$ cat config.mk
export PLATFORM = sky130hd
export DESIGN_NAME = flash_part_guard
export DESIGN_NICKNAME = d
export VERILOG_FILES = /design/src/rtl/fpg_pkg.sv /design/src/rtl/fpg_ctrl.sv /design/src/rtl/fpg_datapath.sv /design/src/rtl/flash_part_guard.sv
export SDC_FILE = /design/constraint.sdc
export NUM_CORES = 1
export LEC_CHECK = 0
export BUFFER_PORTS_ARGS = -buffer_cell sky130_fd_sc_hd__buf_2
export CORE_MARGIN = 2
export CORE_UTILIZATION = 49
export DETAILED_ROUTE_END_ITERATION = 8
export PLACE_DENSITY = 0.86
export RECOVER_POWER = 100
export SLEW_MARGIN = 0
export SYNTH_ARGS = -nofsm -noshare
export SYNTH_HDL_FRONTEND = slang
export SYNTH_SLANG_ARGS = --single-unit
$ cat constraint.sdc
create_clock -name clk -period 5.12 [get_ports clk]
set_clock_uncertainty 0.15 [all_clocks]
set_input_delay 0.768 -clock clk [delete_from_list [all_inputs] [get_ports clk]]
set_output_delay 0.768 -clock clk [all_outputs]
set_load 0.01 [all_outputs]
$ cat src/rtl/fpg_pkg.sv
package fpg_pkg;
  typedef enum logic [1:0] {
    KIND_READ  = 2'd0,
    KIND_WRITE = 2'd1,
    KIND_ERASE = 2'd2,
    KIND_MASS  = 2'd3
  } reqKind_e;

  // strobes from the decision logic to the register stage
  typedef struct packed {
    logic fwd;
    logic err;
    logic capture;
  } guardStrobe_t;
endpackage

$ cat src/rtl/fpg_ctrl.sv
module fpg_ctrl
  import fpg_pkg::*;
#(
  parameter int NPART  = 16,
  parameter int PART_W = $clog2(NPART)
) (
  input  logic              reqValid,
  input  logic [1:0]        reqKind,
  input  logic              reqDomain,
  input  logic [PART_W-1:0] partIdx,
  input  logic [NPART-1:0]  partOwner,
  input  logic [NPART-1:0]  partOpenRead,
  input  logic [NPART-1:0]  partReadOnly,
  input  logic              cfgMode,
  input  logic              massEraseEn,
  input  logic              errRespEn,
  output guardStrobe_t      strobe
);
  reqKind_e         kind;
  logic             isOwner;
  logic [NPART-1:0] ownedMask;
  logic             wholeArrayMine;
  logic             lockedOut;
  logic             allowed;
  logic             permit;
  logic             deny;

  always_comb begin
    kind           = reqKind_e'(reqKind);
    isOwner        = (partOwner[partIdx] == reqDomain);
    ownedMask      = reqDomain ? partOwner : ~partOwner;
    wholeArrayMine = (&ownedMask) && !(|partReadOnly);
    lockedOut      = cfgMode && !reqDomain;

    unique case (kind)
      KIND_READ:              allowed = isOwner || partOpenRead[partIdx];
      KIND_WRITE, KIND_ERASE: allowed = isOwner && !partReadOnly[partIdx];
      KIND_MASS:              allowed = cfgMode ? massEraseEn : wholeArrayMine;
      default:                allowed = 1'b0;
    endcase

    permit = reqValid && !lockedOut && allowed;
    deny   = reqValid && !permit;

    strobe.fwd     = permit;
    strobe.err     = deny && (errRespEn || lockedOut);
    strobe.capture = deny;
  end
endmodule

$ cat src/rtl/fpg_datapath.sv
module fpg_datapath
  import fpg_pkg::*;
#(
  parameter int ADDR_W = 22,
  parameter int PART_W = 4
) (
  input  logic              clk,
  input  logic              rstN,
  input  logic [ADDR_W-1:0] reqAddr,
  input  guardStrobe_t      strobe,
  output logic [PART_W-1:0] partIdx,
  output logic              fwdValid,
  output logic              errResp,
  output logic              violFlag,
  output logic [ADDR_W-1:0] violAddr
);
  assign partIdx = reqAddr[ADDR_W-1 -: PART_W];

  always_ff @(posedge clk or negedge rstN) begin
    if (!rstN) begin
      fwdValid <= 1'b0;
      errResp  <= 1'b0;
      violFlag <= 1'b0;
      violAddr <= '0;
    end else begin
      fwdValid <= strobe.fwd;
      errResp  <= strobe.err;
      if (strobe.capture && !violFlag) begin
        violFlag <= 1'b1;
        violAddr <= reqAddr;
      end
    end
  end
endmodule

$ cat src/rtl/flash_part_guard.sv
module flash_part_guard
  import fpg_pkg::*;
#(
  parameter int ADDR_W = 22,
  parameter int NPART  = 16,
  localparam int PART_W = $clog2(NPART)
) (
  input  logic              clk,
  input  logic              rstN,
  input  logic              reqValid,
  input  logic [ADDR_W-1:0] reqAddr,
  input  logic [1:0]        reqKind,
  input  logic              reqDomain,
  input  logic [NPART-1:0]  partOwner,
  input  logic [NPART-1:0]  partOpenRead,
  input  logic [NPART-1:0]  partReadOnly,
  input  logic              cfgMode,
  input  logic              massEraseEn,
  input  logic              errRespEn,
  output logic              fwdValid,
  output logic              errResp,
  output logic              violFlag,
  output logic [ADDR_W-1:0] violAddr
);
  guardStrobe_t      strobe;
  logic [PART_W-1:0] partIdx;

  fpg_ctrl #(.NPART(NPART), .PART_W(PART_W)) uCtrl (
    .reqValid    (reqValid),
    .reqKind     (reqKind),
    .reqDomain   (reqDomain),
    .partIdx     (partIdx),
    .partOwner   (partOwner),
    .partOpenRead(partOpenRead),
    .partReadOnly(partReadOnly),
    .cfgMode     (cfgMode),
    .massEraseEn (massEraseEn),
    .errRespEn   (errRespEn),
    .strobe      (strobe)
  );

  fpg_datapath #(.ADDR_W(ADDR_W), .PART_W(PART_W)) uData (
    .clk     (clk),
    .rstN    (rstN),
    .reqAddr (reqAddr),
    .strobe  (strobe),
    .partIdx (partIdx),
    .fwdValid(fwdValid),
    .errResp (errResp),
    .violFlag(violFlag),
    .violAddr(violAddr)
  );
endmodule

==> metrics.txt, run 1 <==
status completed; latest clock arrival within the worst-skew pair about 0.26 ns; Mapped Cells 180; post-synthesis mux area share a little under a fifth; worst reg2reg path depth 4; routed len/inst 14.68 um; Avg Cell Area, Syn 10.77 sq um; pin count of the biggest net entering global routing 26; placed cell count 320; worst hold stages 2; Max FO, Critical Path 24; Root Buffer clkbuf_8; leakage power 1.140 nW; final wirelength about 4800 um; Ant. Diodes 0; Worst R2R Start uData.violFlag$_DFFE_PN0P_; hold path endpoint uData.violAddr[19]$_DFFE_PN0P_; Cell Count, Final, Fillers Out 324; reg2reg setup slack 3.13 ns; max incr delay on CP ~0.78 ns; first-pass GRT wire length ~8000 um; NumNets Final about 360; TritonCTS clock tree done; Std-Cell Rows 22; Seq/Total Area, Yosys roughly 32%; largest family of logic cells by synthesized area compound AO/OA/AOI/OAI gates; via count between 1500 and 2000; min Tclk post-route 3.922 ns; hold_sp uData.violAddr[19]$_DFFE_PN0P_; commonest non-fill, non-tap cell in the layout buf_2; critical path endpoint category register; Core Area about 3700 sq um; Hold Vio Cnt, Final 0; fmax about 250 MHz; Hold-fix buffers, CTS 0; Peak supply drop between 150 and 200 uV; H-tree levels 1; Slew HR 14.31%; final setup violation count 0; Routed Antenna Nets 0; Total GRT Usage between 20% and 30%; Crit path required time 5.12 ns; type of origin of the critical path primary input; starting density of the core 51.80%; PnR Total Power roughly 0.00059 W; TritonCTS buffer count 3; Layout fillers around 330; Starting DRT DRC Count 70; Die W between 60 and 70 um; #FFs+latches synth 25; Simple-Gate Fraction of Synth Area ~14%; DR vias/cell between 5 and 6; deepest clock path buffer count 2; setup TNS 0 ns; Syn Nets approximately 260; synthesized area about 1900 sq um; RSZ-0062 raised after global routing no; design area ~2300 sq um; Least-Margin Pin Slew roughly 1.3 ns; clk slew on worst S/H paths around 0.09 ns; PortBufs 103; Pre-antenna DRT Iters 4; layout cells sized above 1 a little over a third; DRC 0; P&R area growth vs syn 19.94%; fin crit share around 77%; XOR/XNOR Fraction of Synth Area 0%; DPL Wire Length 3787 um; CTS sink cnt 25; die area approximately 4500 sq um; YS warnings 0; vias in the first global route approximately 1800; initial antenna violation count 0; Hold Path Class register to register; Unique masters post-synth 35; max-cap violations 0; FF-to-FF End uData.violAddr[2]$_DFFE_PN0P_; Setup Crit Path Kind primary input to register; GPL Wtd Cong 0.8027; fin. max-slew vios 0; post_cts resized 0; commonest cells after routing, fill and taps aside buf_2, inv_1, clkbuf_1; I/O Pins 104; global route total overflow 0; CP max-delay cell clkbuf_1; Compound-Gate Fraction of Synth Area 23.61%; die height ~67 um; adder-cell share of the synthesized area between 1 and 1.5%; critical path cell sequence clkbuf_1, mux2i_1, mux4_2, mux2_1, or3_1, a311o_4, o32ai_1; arrival time worst endpoint 3.93 ns; setup bufs post-CTS 0; Post-DP Area between 2000 and 2500 sq um; PD cells approximately 250 nW/um^2
synthesized netlist by cell type:
| master | instances | area [sq um] |
|---|---|---|
| o2111ai_1 | 2 | 17.52 |
| nand2b_1 | 3 | 18.77 |
| dfrtp_1 | 25 | 625.6 |
| o21ai_0 | 1 | 5.000 |
| o22ai_1 | 1 | 6.260 |
| o32ai_1 | 3 | 26.28 |
| a311o_4 | 1 | 20.02 |
| buf_2 | 1 | 5.000 |
| mux2_4 | 1 | 15.01 |
| or4_1 | 2 | 15.01 |
| nor3_1 | 3 | 15.01 |
| o32ai_4 | 1 | 27.53 |
| nor2_1 | 5 | 18.77 |
| nor4_1 | 6 | 37.54 |
| inv_1 | 27 | 101.4 |
| mux2i_1 | 10 | 100.1 |
| ha_1 | 2 | 25.02 |
| o32ai_2 | 18 | 292.8 |
| nor2b_1 | 1 | 6.260 |
| or3_1 | 1 | 6.260 |
| nand4_1 | 3 | 18.77 |
| mux4_2 | 10 | 225.2 |
| buf_6 | 5 | 56.30 |
| o21a_1 | 1 | 7.510 |
| nand2_1 | 26 | 97.59 |
| a21oi_1 | 1 | 5.000 |
| nor4b_1 | 1 | 8.760 |
| a2111oi_4 | 1 | 27.53 |
| clkbuf_1 | 8 | 30.03 |
| a31oi_1 | 2 | 12.51 |
| o211a_1 | 1 | 10.01 |
| and3_1 | 1 | 6.260 |
| or3_4 | 1 | 11.26 |
| nand3_1 | 3 | 15.01 |
| mux2_2 | 2 | 22.52 |
flip-flops by register name (all words and copies together) (netlist names):
name	flops
uData.violAddr	22
uData.fwdValid	1
uData.violFlag	1
uData.errResp	1
worst max-delay path by stage:
| stage | from | to | slack (ns) | cells past startpoint |
|---|---|---|---|---|
| after CTS | reqAddr[19] | uData.violAddr[16]$_DFFE_PN0P_ | 1.74 | 7 |
| after detailed placement | reqAddr[19] | uData.violAddr[16]$_DFFE_PN0P_ | 1.44 | 7 |
| final | reqAddr[19] | uData.violAddr[5]$_DFFE_PN0P_ | 1.20 | 7 |
| after global placement | reqAddr[19] | uData.violAddr[15]$_DFFE_PN0P_ | 1.52 | 7 |
| after floorplan | reqAddr[18] | uData.violAddr[5]$_DFFE_PN0P_ | 1.72 | 7 |
| after global routing | reqAddr[19] | uData.violAddr[21]$_DFFE_PN0P_ | 1.01 | 7 |
report_power, final:
group	switching [W]	internal (W)	total (W)	leakage, nW
sequential	0.0000271	0.000243	0.000270	0.317
clock	0.0000627	0.0000551	0.000118	0.0217
combinational	0.000112	0.0000913	0.000203	0.802
total	0.000202	0.000389	0.000591	1.14
critical path, delay by kind of cell:
family	cells	cell delay (ns)
buffers and inverters	1	0.78
and+or+nand+nor	1	0.47
muxes	3	1.02
AOI/OAI and AO/OA	2	0.88
area by class of cell:
cell class / count / area [sq um] / area share [%]
Timing Repair Buffer: 106 / 501.7 / 21.57
Multi-Input combinational cell: 114 / 988.4 / 42.50
Clock buffer: 3 / 41.29 / 1.775
Sequential cell: 25 / 625.6 / 26.90
Inverter: 27 / 101.3 / 4.357
Tap cell: 48 / 60.06 / 2.582
Clock inverter: 1 / 7.507 / 0.3228
metrics by stage:
step           hold WS (ns)  worst slack (ns)  util (%)
3_5_place_dp         0.3620             1.438     65.34
3_3_place_gp         0.3591             1.515     65.34
6_report             0.3865             1.198     62.13
2_1_floorplan        0.3224             1.721         -
5_1_grt              0.4097             1.006     62.13
4_1_cts              0.3373             1.738     66.64
layer usage:
metal,share of wire [%],up-vias,track usage (%),wire [um]
met3,6.4,8,3.378,306
met2,52,63,40.75,2496
met4,1.3,0,6.122,63
met5,0,-,0,0
met1,40,848,29.65,1889
li1,-,859,-,-
cells by family (layout without fill, tap and decap cells):
| family | Yosys count | after routing |
|---|---|---|
| buf+inv | 41 | 137 |
| simple gates | 56 | 56 |
| flops | 25 | 25 |
| fa+ha+maj | 2 | 2 |
| compound gates | 33 | 33 |
| mux | 23 | 23 |
Note: power is estimated with default switching activity, not from simulation.
==> inputs of run 2 (changes only) <==
Settings changed: CORE_UTILIZATION 49 to 45, PLACE_DENSITY 0.86 to 0.8.
Clock period 5.12 ns to 4.1 ns, I/O delays scaled along.
==> run 2 against run 1 <==
Via count increased by 0.51%. Setup slack lost 0.48 ns. Clock power is 23% higher. Highest routed layer unchanged. Die area grew 8.4%. Wire length rose by 0.97%. Critical endpoint is now uData.violAddr[3]$_DFFE_PN0P_. Final cell count rose by 0.62%. Combinational power rose by 25%. Sequential power rose by 24%. Critical path type unchanged.
==> metrics.txt, run 2 (synthesized netlist as in run 1, its figures left out) <==
status completed; Hold Path Class register to register; met3 global-route usage under 10%; critical path endpoint category register; Least-Margin Pin Slew about 1.3 ns; CTS sink cnt 25; GR peak layer met2; min Tclk post-route ~3.4 ns; Setup Crit Path Kind primary input to register; initial antenna violation count 0; final wirelength roughly 4800 um; max-cap violations 0; PortBufs slightly above 100; pin count of the biggest net entering global routing 26; TritonCTS buffer count 3; design area roughly 2300 sq um; RSZ-0062 raised after global routing no; Hold Vio Cnt, Final 0; leakage power ~1.1 nW; layout cells sized above 1 between 30 and 40%; starting density of the core 47.46%; H-tree levels 1; clk slew on worst S/H paths about 0.08 ns; Largest register FFs 22; final setup violation count 0; GR met2 Demand/Resource between 30% and 40%; Die W ~70 um; routed len/inst around 15 um; fmax 295.9 MHz; DR vias/cell 5.482; arrival time worst endpoint around 3.3 ns; I/O Pins roughly 100; Std-Cell Rows 23; Total GRT Usage 20.72%; DRC 0; DPL Wire Length approximately 3700 um; Layout fillers just under 400; global route total overflow 0; fin. max-slew vios 0; critical path cell sequence buf_2, mux2i_1, mux4_2, mux2_4, or3_1, a2111oi_0, buf_4, o32ai_1; PD cells about 320 nW/um^2; TritonCTS clock tree done; die height roughly 70 um; GPL Wtd Cong between 0.9 and 1; deepest clock path buffer count 2; Core Area 4086 sq um; Buf/Inv on CP 2; latest clock arrival within the worst-skew pair about 0.26 ns; Max FO, Critical Path 17; via count approximately 1800; met1 Resource Use GR about 27%; type of origin of the critical path primary input; setup TNS 0 ns; largest reg by FF count uData.violAddr; Routed Antenna Nets 0; Ant. Diodes 0; Hold-fix buffers, CTS 0; P&R area growth vs syn 19.16%; vias in the first global route approximately 1900; Pre-antenna DRT Iters 4; Slew HR 11.73%; Starting DRT DRC Count 98; setup bufs post-CTS 0; Root Buffer clkbuf_8; fin crit share 82.43%; die area between 4000 and 5000 sq um; Post-DP Area 2449 sq um; post_cts resized 0; max incr delay on CP approximately 0.54 ns; first-pass GRT wire length between 8000 and 9000 um; commonest non-fill, non-tap cell in the layout buf_2; Peak supply drop roughly 190 uV; Crit path required time roughly 4 ns; CP top delay family multiplexers; NumNets Final roughly 360; commonest cells after routing, fill and taps aside buf_2, inv_1, clkbuf_1; CP max-delay cell a2111oi_0
-- run 2: worst min-delay path, cell delays in order, from the launching register on --
cell	delay [ns]
dfrtp_1	0.35
nand2_1	0.06
o32ai_2	0.08
-- run 2: final timing paths --
kind                       depth (start not counted)  slack, ns                        endpoint                           start
max in group asynchronous                          1       2.55  uData.violAddr[19]$_DFFE_PN0P_                            rstN
max reg2reg                                        4       1.90   uData.violAddr[3]$_DFFE_PN0P_      uData.violFlag$_DFFE_PN0P_
min reg2reg                                        2       0.38  uData.violAddr[21]$_DFFE_PN0P_  uData.violAddr[21]$_DFFE_PN0P_
max                                                8       0.72   uData.violAddr[3]$_DFFE_PN0P_                     reqAddr[19]
min                                                2       0.38  uData.violAddr[21]$_DFFE_PN0P_  uData.violAddr[21]$_DFFE_PN0P_
min in group asynchronous                          1       0.47         uData.errResp$_DFF_PN0_                            rstN
-- run 2: layer usage --
layer	wire length, um	part of all wire (%)	vias up
li1	-	-	861
met1	2069	43	862
met2	2420	50	54
met3	224	4.7	10
met4	87	1.8	0
met5	0	0	-
-- run 2: power breakdown --
| part | leakage [nW] | internal (W) | switching, W |
|---|---|---|---|
| Combinational | 0.807 | 0.000115 | 0.000140 |
| Sequential | 0.317 | 0.000303 | 0.0000314 |
| Clock | 0.0228 | 0.0000695 | 0.0000756 |
| Total | 1.15 | 0.000487 | 0.000247 |
-- run 2: per-stage QoR --
step	setup WS (ns)	utilization [%]	cells	power (W)	hold slack, ns
4_1_cts	0.8531	61.02	326	0.0007801	0.1925
5_1_grt	0.4331	56.55	326	0.0007881	0.4131
3_5_place_dp	0.5713	59.92	322	0.0006338	0.3626
3_3_place_gp	0.6345	59.92	322	0.0006270	0.3556
2_1_floorplan	0.8540	-	180	0.0005109	0.1694
6_report	0.7202	56.55	326	0.0007340	0.3842
-- run 2: cell type report --
type	instances	area [sq um]	area share [%]
Tap cell	50	62.56	2.707
Multi-Input combinational cell	114	973.4	42.12
Sequential cell	25	625.6	27.07
Clock buffer	4	45.04	1.949
Timing Repair Buffer	106	503.0	21.76
Inverter	27	101.3	4.385
